### src/rtl/cfgp_pkg.sv
package cfgp_pkg;
  localparam logic [7:0] EXIT_CODE   = 8'hAA;
  localparam logic [7:0] IDX_DEVNUM  = 8'h07;
  localparam logic [7:0] IDX_CHIP_LO = 8'h20;
  localparam logic [7:0] IDX_CHIP_HI = 8'h21;
  localparam logic [7:0] IDX_VEND_A  = 8'h23;
  localparam logic [7:0] IDX_VEND_B  = 8'h24;
  localparam logic [7:0] VEND_A_VAL  = 8'h19;
  localparam logic [7:0] VEND_B_VAL  = 8'h34;
  localparam logic [7:0] IDX_BASE_HI = 8'h60;
  localparam logic [7:0] IDX_BASE_LO = 8'h61;
  localparam logic [7:0] IDX_IRQ     = 8'h70;
  localparam logic [7:0] IDX_FIFO    = 8'hF6;
  localparam logic [7:0] SEALED_READ = 8'hFF;

  typedef enum logic [1:0] {
    LK_IDLE = 2'd0,
    LK_HALF = 2'd1,
    LK_OPEN = 2'd2
  } lock_st_t;

  typedef struct packed {
    logic [15:0] base;
    logic        share;
    logic [1:0]  trig;
    logic [1:0]  fifo;
    logic [1:0]  rxthr;
  } dev_cfg_t;
endpackage

### src/rtl/cfg_unlock_fsm.sv
module cfg_unlock_fsm
  import cfgp_pkg::*;
#(
  parameter logic [7:0] KEY = 8'h87
) (
  input  logic       clk,
  input  logic       rst_n,
  input  logic       idx_wr,
  input  logic [7:0] wdata,
  output logic       open_o
);
  lock_st_t state;

  always_ff @(posedge clk or negedge rst_n) begin
    if (!rst_n) begin
      state <= LK_IDLE;
    end else if (idx_wr) begin
      unique case (state)
        LK_IDLE: state <= (wdata == KEY) ? LK_HALF : LK_IDLE;
        LK_HALF: state <= (wdata == KEY) ? LK_OPEN : LK_IDLE;
        LK_OPEN: state <= (wdata == EXIT_CODE) ? LK_IDLE : LK_OPEN;
        default: state <= LK_IDLE;
      endcase
    end
  end

  assign open_o = (state == LK_OPEN);
endmodule

### src/rtl/cfg_dev_bank.sv
module cfg_dev_bank
  import cfgp_pkg::*;
(
  input  logic       clk,
  input  logic       rst_n,
  input  logic       wr_en,
  input  logic [7:0] idx,
  input  logic [7:0] wdata,
  output dev_cfg_t   cfg,
  output logic [7:0] rd_val
);
  always_ff @(posedge clk or negedge rst_n) begin
    if (!rst_n) begin
      cfg <= '0;
    end else if (wr_en) begin
      case (idx)
        IDX_BASE_HI: cfg.base[15:8] <= wdata;
        IDX_BASE_LO: cfg.base[7:0]  <= wdata;
        IDX_IRQ: begin
          cfg.share <= wdata[4];
          cfg.trig  <= wdata[6:5];
        end
        IDX_FIFO: begin
          cfg.fifo  <= wdata[1:0];
          cfg.rxthr <= wdata[5:4];
        end
        default: ;
      endcase
    end
  end

  always_comb begin
    case (idx)
      IDX_BASE_HI: rd_val = cfg.base[15:8];
      IDX_BASE_LO: rd_val = cfg.base[7:0];
      IDX_IRQ:     rd_val = {1'b0, cfg.trig, cfg.share, 4'b0000};
      IDX_FIFO:    rd_val = {2'b00, cfg.rxthr, 2'b00, cfg.fifo};
      default:     rd_val = 8'h00;
    endcase
  end
endmodule

### src/rtl/cfg_read_sel.sv
module cfg_read_sel
  import cfgp_pkg::*;
#(
  parameter logic [15:0] CHIP_ID = 16'h3A51
) (
  input  logic       open_i,
  input  logic       addr_i,
  input  logic [7:0] idx_i,
  input  logic [7:0] devnum_i,
  input  logic       dev_ok_i,
  input  logic [7:0] dev_rd_i,
  output logic [7:0] value_o
);
  logic [7:0] data_val;

  always_comb begin
    case (idx_i)
      IDX_DEVNUM:  data_val = devnum_i;
      IDX_CHIP_LO: data_val = CHIP_ID[7:0];
      IDX_CHIP_HI: data_val = CHIP_ID[15:8];
      IDX_VEND_A:  data_val = VEND_A_VAL;
      IDX_VEND_B:  data_val = VEND_B_VAL;
      default:     data_val = dev_ok_i ? dev_rd_i : 8'h00;
    endcase
  end

  always_comb begin
    if (!open_i)      value_o = SEALED_READ;
    else if (!addr_i) value_o = idx_i;
    else              value_o = data_val;
  end
endmodule

### src/rtl/cfg_key_port.sv
module cfg_key_port
  import cfgp_pkg::*;
#(
  parameter int          NDEV    = 5,
  parameter logic [7:0]  KEY     = 8'h87,
  parameter logic [15:0] CHIP_ID = 16'h3A51
) (
  input  logic                clk,
  input  logic                rst_n,
  input  logic                bus_addr,
  input  logic                bus_rd,
  input  logic                bus_wr,
  input  logic [7:0]          bus_wdata,
  output logic [7:0]          bus_rdata,
  output logic                cfg_open,
  output logic [16*NDEV-1:0]  dev_base,
  output logic [NDEV-1:0]     dev_irq_share,
  output logic [2*NDEV-1:0]   dev_irq_trig,
  output logic [2*NDEV-1:0]   dev_fifo_mode,
  output logic [2*NDEV-1:0]   dev_rx_thr
);
  localparam logic [7:0] NDEV_B = 8'(NDEV);

  logic       idx_wr, data_wr;
  logic [7:0] idx_q, devnum_q;
  logic       dev_ok;
  logic [7:0] dev_rd [NDEV];
  logic [7:0] dev_rd_sel;
  logic [7:0] rd_next;
  dev_cfg_t   dev_cfg [NDEV];

  assign idx_wr  = bus_wr && !bus_addr;
  assign data_wr = bus_wr && bus_addr && cfg_open;
  assign dev_ok  = (devnum_q < NDEV_B);

  cfg_unlock_fsm #(.KEY(KEY)) u_lock (
    .clk    (clk),
    .rst_n  (rst_n),
    .idx_wr (idx_wr),
    .wdata  (bus_wdata),
    .open_o (cfg_open)
  );

  // index and device-number registers
  always_ff @(posedge clk or negedge rst_n) begin
    if (!rst_n) begin
      idx_q    <= 8'h00;
      devnum_q <= 8'h00;
    end else begin
      if (idx_wr && cfg_open && bus_wdata != EXIT_CODE) idx_q <= bus_wdata;
      if (data_wr && idx_q == IDX_DEVNUM) devnum_q <= bus_wdata;
    end
  end

  for (genvar i = 0; i < NDEV; i++) begin : g_dev
    logic wr_i;
    assign wr_i = data_wr && (devnum_q == 8'(i));

    cfg_dev_bank u_bank (
      .clk    (clk),
      .rst_n  (rst_n),
      .wr_en  (wr_i),
      .idx    (idx_q),
      .wdata  (bus_wdata),
      .cfg    (dev_cfg[i]),
      .rd_val (dev_rd[i])
    );

    assign dev_base[16*i +: 16]    = dev_cfg[i].base;
    assign dev_irq_share[i]        = dev_cfg[i].share;
    assign dev_irq_trig[2*i +: 2]  = dev_cfg[i].trig;
    assign dev_fifo_mode[2*i +: 2] = dev_cfg[i].fifo;
    assign dev_rx_thr[2*i +: 2]    = dev_cfg[i].rxthr;
  end

  always_comb begin
    dev_rd_sel = 8'h00;
    for (int i = 0; i < NDEV; i++) begin
      if (devnum_q == 8'(i)) dev_rd_sel = dev_rd[i];
    end
  end

  cfg_read_sel #(.CHIP_ID(CHIP_ID)) u_rsel (
    .open_i   (cfg_open),
    .addr_i   (bus_addr),
    .idx_i    (idx_q),
    .devnum_i (devnum_q),
    .dev_ok_i (dev_ok),
    .dev_rd_i (dev_rd_sel),
    .value_o  (rd_next)
  );

  always_ff @(posedge clk or negedge rst_n) begin
    if (!rst_n)      bus_rdata <= 8'h00;
    else if (bus_rd) bus_rdata <= rd_next;
  end
endmodule

### config.mk
export PLATFORM = sky130hd
export DESIGN_NAME = cfg_key_port
export DESIGN_NICKNAME = d
export VERILOG_FILES = /design/src/rtl/cfgp_pkg.sv /design/src/rtl/cfg_unlock_fsm.sv /design/src/rtl/cfg_dev_bank.sv /design/src/rtl/cfg_read_sel.sv /design/src/rtl/cfg_key_port.sv
export SDC_FILE = /design/constraint.sdc
export NUM_CORES = 1
export LEC_CHECK = 0
export BUFFER_PORTS_ARGS = -buffer_cell sky130_fd_sc_hd__buf_2
export CAP_MARGIN = 20
export CORE_UTILIZATION = 56
export DETAILED_ROUTE_END_ITERATION = 8
export PLACE_DENSITY_LB_ADDON = 0.05
export REMOVE_ABC_BUFFERS = 1
export SLEW_MARGIN = 10
export SYNTH_ARGS = -nofsm -noshare
export SYNTH_HDL_FRONTEND = slang
export SYNTH_SLANG_ARGS = --single-unit
### constraint.sdc
create_clock -name clk -period 2.54 [get_ports clk]
set_input_delay 0 -clock clk [delete_from_list [all_inputs] [get_ports clk]]
set_output_delay 0 -clock clk [all_outputs]
set_load 0.01 [all_outputs]
## Word-level counts from Yosys, hierarchy flattened

Index checks and enable logic that the tools add are counted.

| storage, ports and cells | value |
|---|---|
| bits in registers | 141 |
| input bits | 13 |
| output and inout bits | 124 |
| logic and storage cells | 105 |

| cells by class | value |
|---|---|
| $lt $le $gt $ge | 1 |
| eq/ne operators | 18 |
| multiplexer cells | 18 |
| reductions and logical operators | 34 |

Operator list:

| kind | number |
|---|---|
| one-hot mux 8 bit (4 select lines) | 5 |
| 2-to-1 mux 8 bit | 8 |
| one-hot mux 8 bit (5 select lines) | 1 |
| AND reduction 2 bit | 20 |
| == test 8 x 6 -> 1 bit (second input constant) | 4 |
| == test 8 x 7 -> 1 bit (second input constant) | 3 |
| == test 8 bit (second input constant) | 3 |
| == test 8 x 2 -> 1 bit (second input constant) | 2 |
| == test 8 x 3 -> 1 bit (second input constant) | 2 |
| logical AND 1 bit | 11 |
| == test 8 x 1 -> 1 bit (second input constant) | 1 |
| zero test 8 bit | 1 |
| < comparator 8 x 3 -> 1 bit (second input constant) | 1 |
| != test 8 bit (second input constant) | 1 |
| one-hot mux 2 bit (3 select lines) | 1 |
| 2-to-1 mux 2 bit | 2 |
| == test 2 x 1 -> 1 bit (second input constant) | 1 |
| == test 2 bit (second input constant) | 1 |
| zero test 2 bit | 1 |
| zero test 1 bit | 1 |
| 2-to-1 mux 1 bit | 1 |

## Depth between registers and ports, before layout

| logic depth | value |
|---|---|
| word-level depth | 11 |
| gate-level depth with buffers | 9 |
| gate-level depth less buffers | 6 |

## Cells and area by module

From an unflattened synthesis, not the netlist that was laid out.

| unflattened totals | value |
|---|---|
| cells, all modules | 624 |
| area, all modules | 7739.9 µm² |

Modules (own cells, without submodules):

| module | instances | cells an instance | area an instance (µm²) | sequential area each (µm²) |
|---|---|---|---|---|
| cfg_dev_bank | 5 | 88 | 1164.9 | 575.6 |
| cfg_key_port | 1 | 109 | 1337.5 | 600.6 |
| cfg_read_sel | 1 | 63 | 432.9 | 0.0 |
| cfg_unlock_fsm | 1 | 12 | 145.1 | 50.0 |

## Least setup slack after synthesis

Ideal clock, no wire load.

| timing | value |
|---|---|
| path kind | register to register |
| start | reg idx_q[3] |
| end | reg g_dev[2].u_bank.cfg[16] (netlist bit) |
| setup time | 0.125 ns |
| data arrival time | 2.215 ns |
| required time | 2.415 ns |
| setup slack | 0.200 ns |
| stages on the path, launching flop included | 9 |
| buffers on the path | 3 |
| clock period less this slack | 2.340 ns |
| path through | dfrtp_1 -> buf_6 -> or3_1 -> buf_6 -> nor3_4 -> buf_4 -> nand2_1 -> nor2_2 -> mux2_2 |

| between the ends | value |
|---|---|
| cells in the longest elaborated chain, start to end | 2 |

Ends and longest elaborated chain:

| element | RTL line | source |
|---|---|---|
| start, declared | cfg_key_port.sv:25 | `logic [7:0] idx_q, devnum_q;` |
| start signal, assigned | cfg_key_port.sv:50 | `if (idx_wr && cfg_open && bus_wdata != EXIT_CODE) idx_q <= bus_wdata;` |
| == test 8 x 7 -> 1 bit | cfg_dev_bank.sv:16 | `case (idx)` |
| AND reduction 2 bit (no line) | n/a |  |
| end, declared | cfg_dev_bank.sv:9 | `output dev_cfg_t cfg,` |

No other way between the ends.
A chain may end at the register's enable or synchronous reset.

## Worst setup path after layout

| timing | value |
|---|---|
| start | reg idx_q[6] |
| end | reg bus_rdata[0] |

| between the ends | value |
|---|---|
| cells in the longest elaborated chain, start to end | 11 |
| elaborated cells between the ends (all ways) | 23 |
| classes of those cells | 9 x eq/ne; 14 x mux |

Ends and longest elaborated chain:

| element | RTL line | source |
|---|---|---|
| == test 8 bit / == test 8 x 7 -> 1 bit (equally long branches) | cfg_dev_bank.sv:33 | `case (idx)` |
| one-hot mux 8 bit (4 select lines) | cfg_dev_bank.sv:33 |  |
| 2-to-1 mux 8 bit (5 in series) | cfg_key_port.sv:79 | `if (devnum_q == 8'(i)) dev_rd_sel = dev_rd[i];` |
| 2-to-1 mux 8 bit | cfg_read_sel.sv:23 | `default: data_val = dev_ok_i ? dev_rd_i : 8'h00;` |
| one-hot mux 8 bit (5 select lines) (*) | cfg_read_sel.sv:17 | `case (idx_i)` |
| 2-to-1 mux 8 bit (*) | cfg_read_sel.sv:29 | `else if (!addr_i) value_o = idx_i;` |
| 2-to-1 mux 8 bit (*) | cfg_read_sel.sv:28 | `if (!open_i) value_o = SEALED_READ;` |
| end signal, assigned | cfg_key_port.sv:95 | `else if (bus_rd) bus_rdata <= rd_next;` |
| end, declared | cfg_key_port.sv:14 | `output logic [7:0] bus_rdata,` |

Mark *: on every way between the ends. The rest lies on a longest branch, timed or not.

==> results.tsv <==
stage	metric	value	unit
worst_setup_path	CP endpoint	bus_rdata[0]	
placed_design	GPL Wtd Cong	1.02	
clock_network	CTS tree	built	
synthesis	Synth cell types	69	
detailed_routing	drt initial violations	855	
finish	Antenna diodes	0	
floorplan	row count	40	
placed_design	pre-CTS setup slack	-252	ps
clock_network	clock sink count	141	
sta	fmax	0.406	GHz
floorplan	DIE AREA	13000	µm²
detailed_routing	routed vias	6219	
sta	Hold Fails Final Rpt	0	
detailed_routing	Routed Antenna Nets	0	
worst_setup_path	RR Startpoint	idx_q[6]	
synthesis	yosys warns	0	
sta	final setup vio count	0	
worst_setup_path	Critical Path Fanout Max	11	
synthesis	synthesized instance count	601	
floorplan	Core ar.	12100	µm²
synthesis	share of synthesized registers carrying an async set or reset	100	%
synthesis	EDFF count, synth	0	
worst_setup_path	startpoint types	register	
synthesis	Avg Synthesized Cell Area	11.7	µm²
power_and_ir_drop	combinational share of power	12.6	%
finish	share of cells above drive strength 1	49.5	%
worst_setup_path	crit path capture type	register	
power_and_ir_drop	switching pwr	1.52	mW
global_route	pin count of the biggest net entering global routing	70	
finish	fin util	73.7	%
worst_setup_path	Req. time, crit path	2880	ps
worst_setup_path	Worst setup startpoint	idx_q[6]	
global_route	grt total ovfl	0	
min_path	worst min path class	in -> reg	
worst_setup_path	max incr delay on CP	530	ps
detailed_routing	DR pass1 iterations	7	
min_path	hold path start	bus_addr	
synthesis	Seq/Total Area, Yosys	50.1	%
power_and_ir_drop	sequential power share	42.8	%
power_and_ir_drop	switch share	27.2	%
synthesis	Top FF cell, synth	dfrtp_1	
power_and_ir_drop	worst vdd ir	0.592	mV
worst_setup_path	Critical R2R Capture	bus_rdata[0]	
power_and_ir_drop	Pleak	4.55	nW
worst_setup_path	crit-path cells	and3_1 > and3_2 > o21ai_0 > a2111oi_2 > o211ai_1 > a21oi_1	
finish	final-stage net count	794	
clock_network	CTS Root Cell	clkbuf_16	
finish	area occupied by multi-input gates	3340	µm²
clock_network	H-tree lvl count	4	
worst_setup_path	CP arrival	2810	ps
sta	final worst path period need	2460	ps
synthesis	mapped cell area	7040	µm²
worst_setup_path	worst reg-to-reg path cell count	6	
floorplan	Die W	114	µm
finish	fillcell total	891	
power_and_ir_drop	Clock power frac	44.6	%
detailed_routing	Total Wirelength	24500	µm
worst_setup_path	Critical Path Stages	6	
finish	commonest non-fill, non-tap cell in the layout	dfrtp_1	
sta	Final Max Slew Viols	0	
detailed_routing	Avg Vias per Cell	6.46	
sta	RSZ-0062 raised after global routing	no	
worst_setup_path	Reg2Reg Setup Slack	80	ps
detailed_routing	DR WL/cell	25.5	µm
worst_setup_path	slowest CP cell	dfrtp_1	
sta	final worst slack	75.1	ps
sta	period utilization	97.0	%
placed_design	PortBufs	136	
power_and_ir_drop	Pwr Density	626	nW/µm²
clock_network	Worst-Skew Late Latency	430	ps
global_route	Total GRT Usage	39.4	%
placed_design	placement-stage cell area	8220	µm²
job	Max-Cap Viols	0	
floorplan	I/O Pins	137	
global_route	number of global-route vias before repair	6205	
worst_setup_path	WP buf/inv	0	
finish	register area	3530	µm²
finish	most frequent cells in the layout	140 x dfrtp_1, 136 x mux2_2, 135 x buf_2	
synthesis	Synth Register Bits	141	
floorplan	Die Span Y	114	µm
clock_network	Reg clk slew, reported paths	60	ps
global_route	initial antenna violation count	0	
sta	WHS	89.5	ps
global_route	first-pass GRT wire length	37100	µm
detailed_routing	DRC	0	
clock_network	Num CTS Buffers	17	
worst_setup_path	CP delay by family, top	compound AO/OA/AOI/OAI gates	
floorplan	Starting Density	58.1	%
clock_network	total setup buffers inserted after CTS	0	
sta	Least-Margin Pin Slew	829	ps
clock_network	clock buffer depth	2	
finish	P&R area growth vs syn	26.8	%
worst_setup_path	critical path class	reg -> reg	
power_and_ir_drop	Internal Power	4.06	mW
placed_design	hpwl dp	17800	µm
sta	max_slew headroom	44.5	%
finish	final instance area	8930	µm²
sta	Worst Clk Skew	9.37	ps
run_status	run status	finished, final reports clean	
cells by family (layout without fill, tap and decap cells):
logic type             count (synthesis)  count (layout)  share of synthesized area (%)
AND/OR/NAND/NOR                      149             149                           12.1
buffers and inverters                 52             245                           3.20
flip-flops                           141             141                           50.1
AO/OA/AOI/OAI                        112             112                           11.3
XOR/XNOR                               2               2                          0.249
multiplexers                         145             145                           23.0
state kept, by name (all words and copies together), names as in the netlist:
name / flops
g_dev.u_bank.cfg: 115
bus_rdata: 8
devnum_q: 8
idx_q: 8
u_lock.state: 2
metrics by stage:
| step | instances | power, mW | setup TNS (ps) |
|---|---|---|---|
| 6_report | 962 | 5.58 | 0 |
| 4_1_cts | 963 | 5.57 | 0 |
| 2_1_floorplan | 556 | 2.71 | -18770 |
| 3_5_place_dp | 923 | 3.09 | -252 |
| 3_3_place_gp | 923 | 3.08 | -346 |
| 5_1_grt | 962 | 5.74 | 0 |
worst register-to-register path, stage by stage (launching register included):
cell       delay (ps)
dfrtp_1           530
and3_1            330
and3_2            390
o21ai_0           170
a2111oi_2         490
o211ai_1          240
a21oi_1           230
worst min-delay path by stage:
stage / cells after the start / endpoint / slack, ps
final: 4 / bus_rdata[6] / 90
after global routing: 4 / bus_rdata[6] / 100
after CTS: 4 / bus_rdata[6] / 60
after detailed placement: 1 / u_lock.state[0] / 50
after global placement: 1 / g_dev[0].u_bank.cfg[17] / 40
after floorplan: 0 / bus_rdata[0] / -300
synth_stat cells, types with 7 or more instances:
cell type	n	area, µm²
mux2_2	136	1530
dfrtp_1	141	3530
nand4_1	10	62.6
o21ai_0	15	75.1
clkbuf_1	33	124
mux2i_1	9	90.1
nand3_1	15	75.1
nand2_1	44	165
a221oi_1	8	70.1
nor2_1	20	75.1
o22ai_1	7	43.8
a22oi_1	10	75.1
a21oi_1	22	110
metal layers:
metal	track usage [%]	wire length, µm	share of wire, %	vias to the layer above
met5	0	0	0	-
met4	17.3	840	3.4	0
met2	60.6	11400	47	401
met1	53.4	9960	41	3123
met3	9.85	2280	9.3	72
li1	-	-	-	2623
power by group through the flow:
stage	Combinational, mW	Clock (mW)	Sequential, mW
after floorplan	0.249	0	2.46
after global placement	0.663	0	2.42
after detailed placement	0.666	0	2.42
after CTS	0.680	2.50	2.38
after global routing	0.745	2.60	2.40
final	0.704	2.49	2.39
layout make-up:
type                            instances  area share [%]
Sequential cell                       141            39.5
Multi-Input combinational cell        408            37.4
Timing Repair Buffer                  206            13.9
Clock buffer                           21            5.05
Tap cell                              168            2.35
Clock inverter                         11            1.47
Inverter                                7           0.294
what timing repair did:
item	in CTS	in global routing
gates cloned	0	0
hold buffers	8	0
resized for setup	4	8
pin swaps	0	2
setup endpoints to repair	2	23
endpoints found under the hold margin	72	0
Power figures use the tool's default switching activity.
